$ cat src/rtl/crb_pkg.sv
`timescale 1ns/1ps
package crb_pkg;
  localparam int AW = 5;
  localparam int DW = 8;
  localparam int NTRIG = 3;
  localparam int NPORT = 10;

  localparam logic [AW-1:0] A_SW  = 5'h00;
  localparam logic [AW-1:0] A_GRP = 5'h1B;
  localparam logic [AW-1:0] A_PMT = 5'h1C;
  localparam logic [AW-1:0] A_PID = 5'h1D;
  localparam logic [AW-1:0] A_MID = 5'h1E;
  localparam logic [AW-1:0] A_UID = 5'h1F;

  typedef enum logic [1:0] {
    PM_ACTIVE  = 2'b00,
    PM_STARTUP = 2'b01,
    PM_LOWPWR  = 2'b10,
    PM_RSVD    = 2'b11
  } pm_e;

  // Select code per port, port1 in the lowest nibble
  localparam logic [4*NPORT-1:0] CODE_TBL = 40'h8C4691BEA2;
endpackage

$ cat src/rtl/crb_cfg_regs.sv
`timescale 1ns/1ps
module crb_cfg_regs
  import crb_pkg::*;
#(
  parameter int AW_P = AW,
  parameter int DW_P = DW,
  parameter int NTRIG_P = NTRIG,
  parameter logic [3:0] USID_RST = 4'hA
) (
  input  logic              clk,
  input  logic              rst,
  input  logic              wr,
  input  logic              bcast,
  input  logic [AW_P-1:0]   addr,
  input  logic [DW_P-1:0]   wdata,
  output logic [3:0]        gsid,
  output logic [3:0]        usid,
  output logic [1:0]        pm,
  output logic [NTRIG_P-1:0] mask,
  output logic              sw_wr,
  output logic              sw_direct,
  output logic [NTRIG_P-1:0] trig_fire,
  output logic              soft_rst
);
  localparam int MASK_LO = 3;

  logic acc, pmt_wr;

  always_comb begin
    acc       = wr && (!bcast || addr == A_PMT);
    pmt_wr    = acc && (addr == A_PMT);
    sw_wr     = acc && (addr == A_SW);
    sw_direct = sw_wr && (&mask);
    soft_rst  = pmt_wr && (wdata[7:6] == PM_STARTUP);
  end

  for (genvar t = 0; t < NTRIG_P; t++) begin : g_trig
    assign trig_fire[t] = pmt_wr && !soft_rst && wdata[t] && !mask[t];
  end

  always_ff @(posedge clk) begin
    if (rst || soft_rst) begin
      gsid <= '0;
      usid <= USID_RST;
      pm   <= PM_LOWPWR;
      mask <= '0;
    end else begin
      if (acc && addr == A_GRP) gsid <= wdata[3:0];
      if (acc && addr == A_UID) usid <= wdata[3:0];
      if (pmt_wr) begin
        mask <= wdata[MASK_LO +: NTRIG_P];
        if (wdata[7:6] != PM_RSVD) pm <= wdata[7:6];
      end
    end
  end
endmodule

$ cat src/rtl/crb_trig_stage.sv
`timescale 1ns/1ps
module crb_trig_stage #(
  parameter int DW_P = 8
) (
  input  logic            clk,
  input  logic            rst,
  input  logic            clr,
  input  logic            ld,
  input  logic            direct,
  input  logic            fire,
  input  logic [DW_P-1:0] din,
  output logic [DW_P-1:0] staged,
  output logic [DW_P-1:0] live
);
  always_ff @(posedge clk) begin
    if (rst || clr) begin
      staged <= '0;
      live   <= '0;
    end else begin
      if (ld) staged <= din;
      if (ld && direct) live <= din;
      else if (fire)    live <= staged;
    end
  end
endmodule

$ cat src/rtl/crb_port_decode.sv
`timescale 1ns/1ps
module crb_port_decode
  import crb_pkg::*;
#(
  parameter int DW_P = DW,
  parameter int NPORT_P = NPORT,
  parameter logic [4*NPORT_P-1:0] TBL = CODE_TBL
) (
  input  logic               clk,
  input  logic               rst,
  input  logic [1:0]         pm,
  input  logic [DW_P-1:0]    code,
  output logic [NPORT_P-1:0] port_en,
  output logic               iso
);
  logic en;
  logic [NPORT_P-1:0] hit;

  assign en = (pm == PM_ACTIVE) && (code[6:4] == 3'b000);

  for (genvar p = 0; p < NPORT_P; p++) begin : g_port
    assign hit[p] = en && (code[3:0] == TBL[4*p +: 4]);
  end

  always_ff @(posedge clk) begin
    if (rst) begin
      port_en <= '0;
      iso     <= 1'b1;
    end else begin
      port_en <= hit;
      iso     <= ~|hit;
    end
  end
endmodule

$ cat src/rtl/crb_read_mux.sv
`timescale 1ns/1ps
module crb_read_mux
  import crb_pkg::*;
#(
  parameter int AW_P = AW,
  parameter int DW_P = DW,
  parameter int NTRIG_P = NTRIG,
  parameter logic [7:0] PROD_ID = 8'h01,
  parameter logic [7:0] MFR_LO  = 8'h81,
  parameter logic [1:0] MFR_HI  = 2'b11
) (
  input  logic [AW_P-1:0]    addr,
  input  logic [DW_P-1:0]    live,
  input  logic [3:0]         gsid,
  input  logic [3:0]         usid,
  input  logic [1:0]         pm,
  input  logic [NTRIG_P-1:0] mask,
  output logic [DW_P-1:0]    rdata
);
  always_comb begin
    case (addr)
      A_SW:    rdata = live;
      A_GRP:   rdata = {4'h0, gsid};
      A_PMT:   rdata = {pm, mask, {NTRIG_P{1'b0}}};
      A_PID:   rdata = PROD_ID;
      A_MID:   rdata = MFR_LO;
      A_UID:   rdata = {2'b00, MFR_HI, usid};
      default: rdata = '0;
    endcase
  end
endmodule

$ cat src/rtl/crb_regbank.sv
`timescale 1ns/1ps
module crb_regbank
  import crb_pkg::*;
#(
  parameter int AW_P = AW,
  parameter int DW_P = DW,
  parameter int NPORT_P = NPORT
) (
  input  logic               clk,
  input  logic               rst,
  input  logic               bus_wr,
  input  logic               bus_rd,
  input  logic               bus_bcast,
  input  logic [AW_P-1:0]    bus_addr,
  input  logic [DW_P-1:0]    bus_wdata,
  output logic [DW_P-1:0]    bus_rdata,
  output logic [NPORT_P-1:0] port_en,
  output logic               iso,
  output logic [1:0]         pwr_mode
);
  logic [3:0] gsid, usid;
  logic [NTRIG-1:0] mask, trig_fire;
  logic sw_wr, sw_direct, soft_rst;
  logic [DW_P-1:0] staged, live, rd_comb;

  crb_cfg_regs #(.AW_P(AW_P), .DW_P(DW_P), .NTRIG_P(NTRIG)) u_cfg (
    .clk(clk), .rst(rst), .wr(bus_wr), .bcast(bus_bcast),
    .addr(bus_addr), .wdata(bus_wdata),
    .gsid(gsid), .usid(usid), .pm(pwr_mode), .mask(mask),
    .sw_wr(sw_wr), .sw_direct(sw_direct), .trig_fire(trig_fire),
    .soft_rst(soft_rst)
  );

  // Switch control byte belongs to trigger 0
  crb_trig_stage #(.DW_P(DW_P)) u_sw (
    .clk(clk), .rst(rst), .clr(soft_rst), .ld(sw_wr), .direct(sw_direct),
    .fire(trig_fire[0]), .din(bus_wdata), .staged(staged), .live(live)
  );

  crb_port_decode #(.DW_P(DW_P), .NPORT_P(NPORT_P)) u_dec (
    .clk(clk), .rst(rst), .pm(pwr_mode), .code(live),
    .port_en(port_en), .iso(iso)
  );

  crb_read_mux #(.AW_P(AW_P), .DW_P(DW_P), .NTRIG_P(NTRIG)) u_rmux (
    .addr(bus_addr), .live(live), .gsid(gsid), .usid(usid),
    .pm(pwr_mode), .mask(mask), .rdata(rd_comb)
  );

  always_ff @(posedge clk) begin
    if (rst)         bus_rdata <= '0;
    else if (bus_rd) bus_rdata <= rd_comb;
  end
endmodule

$ cat config.mk
export PLATFORM = sky130hd
export DESIGN_NAME = crb_regbank
export DESIGN_NICKNAME = d
export VERILOG_FILES = /design/src/rtl/crb_pkg.sv /design/src/rtl/crb_cfg_regs.sv /design/src/rtl/crb_trig_stage.sv /design/src/rtl/crb_port_decode.sv /design/src/rtl/crb_read_mux.sv /design/src/rtl/crb_regbank.sv
export SDC_FILE = /design/constraint.sdc
export NUM_CORES = 1
export LEC_CHECK = 0
export CORE_MARGIN = 10
export CORE_UTILIZATION = 51
export CTS_CLUSTER_SIZE = 40
export DETAILED_ROUTE_END_ITERATION = 10
export PLACE_DENSITY = 0.78
export RECOVER_POWER = 100
export REMOVE_ABC_BUFFERS = 1
export SYNTH_ARGS = -nofsm -noshare
export SYNTH_HDL_FRONTEND = slang
export SYNTH_SLANG_ARGS = --single-unit
export TNS_END_PERCENT = 20
$ cat constraint.sdc
create_clock -name clk -period 2.3 [get_ports clk]
set_input_delay 0.46 -clock clk [delete_from_list [all_inputs] [get_ports clk]]
set_output_delay 0.46 -clock clk [all_outputs]
set_load 0.05 [all_outputs]
# == Yosys cells after proc, flatten, opt, wreduce, memory -nomap -nowiden ==
# Cells that the tools add are included.
# classes
eq_ne,17
n_mux,3
reduce_logical,35
# ops
op,n
$pmux W8 S6,1
$eq A5 B5 Y1 const B,5
$eq A4 B4 Y1 const B,6
$logic_and A1 B1 Y1,22
$mux W8,2
$reduce_or A10 Y1,1
$eq A4 B3 Y1 const B,2
$logic_not A5 Y1,1
$eq A4 B1 Y1 const B,1
$eq A4 B2 Y1 const B,1
$logic_not A1 Y1,4
$logic_not A3 Y1,1
$reduce_and A3 Y1,1
$eq A2 B1 Y1 const B,1
$logic_not A2 Y1,1
$logic_or A1 B1 Y1,2
$ne A2 B2 Y1 const B,1
$reduce_and A2 Y1,1
$reduce_bool A2 Y1,1
# totals
reg_bits,48
out_inout_bits,21
wordCells,64

# == Depth between registers and ports, before layout ==
# logic_depth
depth_word,11
depth_mapped,6
depth_no_buf,4

# == By module ==
# From an unflattened synthesis, not the netlist that was laid out.
# unflattened
hier_cells,229
hier_area_um2,2316.0
# modules_own_cells
module,n_inst,cells_per_inst,area_each_um2,seq_area_each_um2
crb_trig_stage,1,63,742.0,320.3
crb_cfg_regs,1,74,668.1,260.2
crb_port_decode,1,37,379.1,220.2
crb_regbank,1,26,285.3,160.2
crb_read_mux,1,29,241.5,0.0

# == Least setup slack after synthesis ==
# Ideal clock, no wire load.
# synth_timing
path_type,input to register
from,input port bus_addr[2]
to,register u_sw.live[4]
setup_ns,0.143
t_arrival_ns,1.769
setup_slack_ns,0.388
path_stages,6
n_path_buf,2
cell_sequence,buf_4 > nor3_1 > nand3_1 > clkbuf_1 > nor2_1 > a211oi_2
# synth_via
elab_chain_len,10
# synth_lines
item,line,text
"start, declared",crb_regbank.sv:14,"input logic [AW_P-1:0] bus_addr,"
$eq A5 B5 Y1,"crb_cfg_regs.sv:30, crb_cfg_regs.sv:31",
$logic_or A1 B1 Y1,crb_cfg_regs.sv:30,acc = wr && (!bcast || addr == A_PMT);
$logic_and A1 B1 Y1,crb_cfg_regs.sv:30,
$logic_and A1 B1 Y1,crb_cfg_regs.sv:31,pmt_wr = acc && (addr == A_PMT);
$logic_and A1 B1 Y1,crb_cfg_regs.sv:34,soft_rst = pmt_wr && (wdata[7:6] == PM_STARTUP);
$logic_not A1 Y1,crb_cfg_regs.sv:38,assign trig_fire[t] = pmt_wr && !soft_rst && wdata[t] && !mask[t];
$logic_and A1 B1 Y1 (3 in series),crb_cfg_regs.sv:38,
$reduce_bool A2 Y1 (no source line),n/a,
"end signal, assigned",crb_trig_stage.sv:21,if (ld && direct) live <= din;
"end signal, assigned",crb_trig_stage.sv:22,else if (fire) live <= staged;
"end, declared",crb_trig_stage.sv:13,output logic [DW_P-1:0] live
# Parallel ways exist; a longest one is shown, timed or not.
# A chain may end at the register's enable or synchronous reset.

# == Final worst setup path ==
# layout_timing
from,input port bus_addr[1]
to,register bus_rdata[3]
# layout_via
elab_chain_len,2
# layout_lines
item,line,text
$eq A5 B5 Y1 or $logic_not A5 Y1 (tied branches),crb_read_mux.sv:21,case (addr)
$pmux W8 S6 (*),crb_read_mux.sv:21,
"end signal, assigned",crb_regbank.sv:52,else if (bus_rd) bus_rdata <= rd_comb;
"end, declared",crb_regbank.sv:16,"output logic [DW_P-1:0] bus_rdata,"
# Mark *: on every way between the ends. The rest lies on a longest branch, timed or not.

==> flow_summary.toml <==
[layout]
drive_gt1_share_pct = 7.986
final_cells = 338
fill_cells = 363
final_util_pct = 67.11
seq_area_um2 = 960.9
diodes = 0
stdcell_area_um2 = 2665
multi_input_area_um2 = 1036
area_growth_pct = 28.55
final_nets = 306

[timing]
finalSetupViolations = 0
fin_hold_ws_ps = 456.8
tightest_slew_ps = 530.1
hold_viol = 0
fin_skew_ps = 4.006
slew_headroom_pct = 64.54
setup_tns_ps = 0
rsz0062_at_grt = "no"
finalMaxSlewViolations = 0
fmax_mhz = 480.4
finalCriticalPeriod_ps = 2081
finalCritPeriodShare_pct = 90.50

[clock_tree]
clock-root-buffer = "clkbuf_8"
post_cts_resized = 0
cts_tree = "done"
clk_path_buf_depth = 2
numClockSinks = 48
htreeDepth = 2
cts_setup_buffers = 0
cts.hold.buffers_added = 0
clkLatencyLatePin_ps = 300
clk_pin_slew_ps = 80
numCtsBuffers = 5

[power_and_ir_drop]
p_clk_share_pct = 35.2
leakagePower_uw = 0.0009876
seqPwrFrac_pct = 56.6
p_int_uw = 1131
power_switching_uw = 344.5
p_per_area_nw_per_um2 = 553.6
p_sw_share_pct = 23.35
ir_worst_vdd_v = 0.0003881
power_frac_comb_pct = 8.3

[worst_setup_path]
reg2regPathDepth = 5
worstSetupStartpointType = "input port"
cp_common_cell = "clkbuf_1"
path_class = "in2reg"
worstPathRequired_ps = 2490
cp_max_fo = 7
cpPeakStageDelay_ps = 510
path_cells = "clkdlybuf4s50_1, clkbuf_1, nor2_1, clkbuf_1, and2_0, a2111oi_0, nor3_1"
slowest_stage = "clkdlybuf4s50_1"
endpoint_kind = "register"
arrival_ps = 2270

[synth]
syn_area_um2 = 2073
netlist_instances = 235
synth_top_cell_area_share_pct = 46.35
seq_area_frac_synth_pct = 46.35
yosys.area.top_type = "dfxtp_1"
ys_ff_latch = 48
avgSynthCellArea_um2 = 8.822
synth.distinct_cells = 36
yosys-top-cells-area = "dfxtp_1 (46%), mux2i_1 (7.7%), nor2_1 (5.6%), a21oi_1 (4.6%), a211oi_2 (4.2%)"
ys_warn_count = 0

[min_path]
holdPathStages = 2
hold_path.class = "reg2reg"

[detailed_routing]
viasPerCell = 5.391
wl_per_cell_um = 14.86
drtAntennaViolNets = 0
drtIter0Drc = 170
drt_first_pass_iters = 4
drc = 0
routed_wl_mm = 5.022
num_vias = 1822

[floorplan]
rows = 23
die_h_um = 83.76
die_w_um = 83.76
initial_core_util_pct = 52.21
ioPinCount = 39
core_area_um2 = 3971
die_area_um2 = 7016

[global_route]
grt_first_pass_wirelength_mm = 8.438
grt_start_max_net_pins = 28
grt_pass1_vias = 1731
antenna_found_initial = 0
grt_usage_pct = 14.24
gr-total-overflow = 0

[run_status]
status = "completed"

[placement]
placed_cell_area_um2 = 2626
routabilityCongestion = 0.8831
io_buffers = 38
dp_cells = 331
place_hpwl_mm = 3.719

[job]
max-cap-violations = 0
metrics by stage:
step,total power [µW],setup WS [ps]
floorplan,899.4,-333.0
global placement,980.6,79.56
detailed placement,980.3,45.90
CTS,1495,303.9
global route,1530,94.39
finish,1475,218.6
state kept, by name, summed over array words and instances (netlist names):
signal         count
u_dec.port_en     10
u_cfg.pm           2
u_cfg.gsid         4
u_sw.staged        8
u_cfg.usid         4
bus_rdata          8
u_sw.live          8
u_dec.iso          1
u_cfg.mask         3
path summary, 6_finish.rpt:
path | start | to | slack [ps]
worst max register to register | u_sw.live[5] | u_dec.port_en[1] | 440
worst min register to register | u_sw.staged[1] | u_sw.staged[1] | 460
worst max-delay path | bus_addr[1] | bus_rdata[3] | 220
worst min-delay path | u_sw.staged[1] | u_sw.staged[1] | 460
cell type report:
cell class                 instances  share of cell area [%]
tap                               50                   2.347
multi-input combinational        173                   38.87
sequential                        48                   36.06
inverter                           3                  0.4225
clock buffer                       6                   3.099
timing repair buffer              57                   18.87
clock inverter                     1                  0.3286
power by group through the flow:
stage               Clock (µW)  Combinational [µW]  Sequential [µW]
floorplan                    0                41.2              858
global placement             0                 127              854
detailed placement           0                 126              854
CTS                        533                 127              835
global route               562                 133              835
finish                     519                 122              834
critical path: cells and delay by family:
| kind | cells | cell delay (ps) |
|---|---|---|
| buffers and inverters | 3 | 940 |
| AO/OA/AOI/OAI | 1 | 460 |
| AND/OR/NAND/NOR | 3 | 400 |
cells in the final DEF, fill, tap and decap left out, types with 8 or more instances in the layout:
cell	count
mux2i_1	16
dlygate4sd3_1	21
a21oi_1	19
and3_1	10
clkbuf_1	8
nand2b_1	9
nor3_1	8
dfxtp_1	48
nor2_1	31
buf_4	8
nand3_1	14
clkdlybuf4s50_1	17
nand2_1	21
synthesized netlist by cell type (all sizes together):
master   count
a2bb2oi      2
a211oi       8
o32ai        2
nor4         1
o21ai        6
a21o         1
a32o         1
or3b         1
dfxtp       48
nand4        2
nor2b        6
nor2        31
a31oi        1
a2111oi      1
nand2b       9
a41o         1
clkbuf      10
nand2       21
a21oi       19
a211o        2
buf          1
or4          1
nand3       14
inv          3
and2         2
and3        10
nand3b       2
nor4b        1
o21bai       1
nor3         8
nor3b        1
a22oi        1
o21a         1
mux2i       16
metal layers:
metal  wire length [µm]  track usage [%]  vias to the layer above
met3                210            3.711                        9
met2               2328            22.30                       40
met1               2371            17.81                      829
met5                  0                0                        -
met4                110            6.240                        0
li1                   -                -                      944
cell families after synthesis:
| group | after synthesis | synth area share (%) |
|---|---|---|
| flip-flops | 48 | 46.35 |
| AND/OR/NAND/NOR | 110 | 26.92 |
| multiplexers | 16 | 7.725 |
| buffers and inverters | 14 | 2.716 |
| AO/OA/AOI/OAI | 47 | 16.30 |
(Power assumes the default switching activity.)
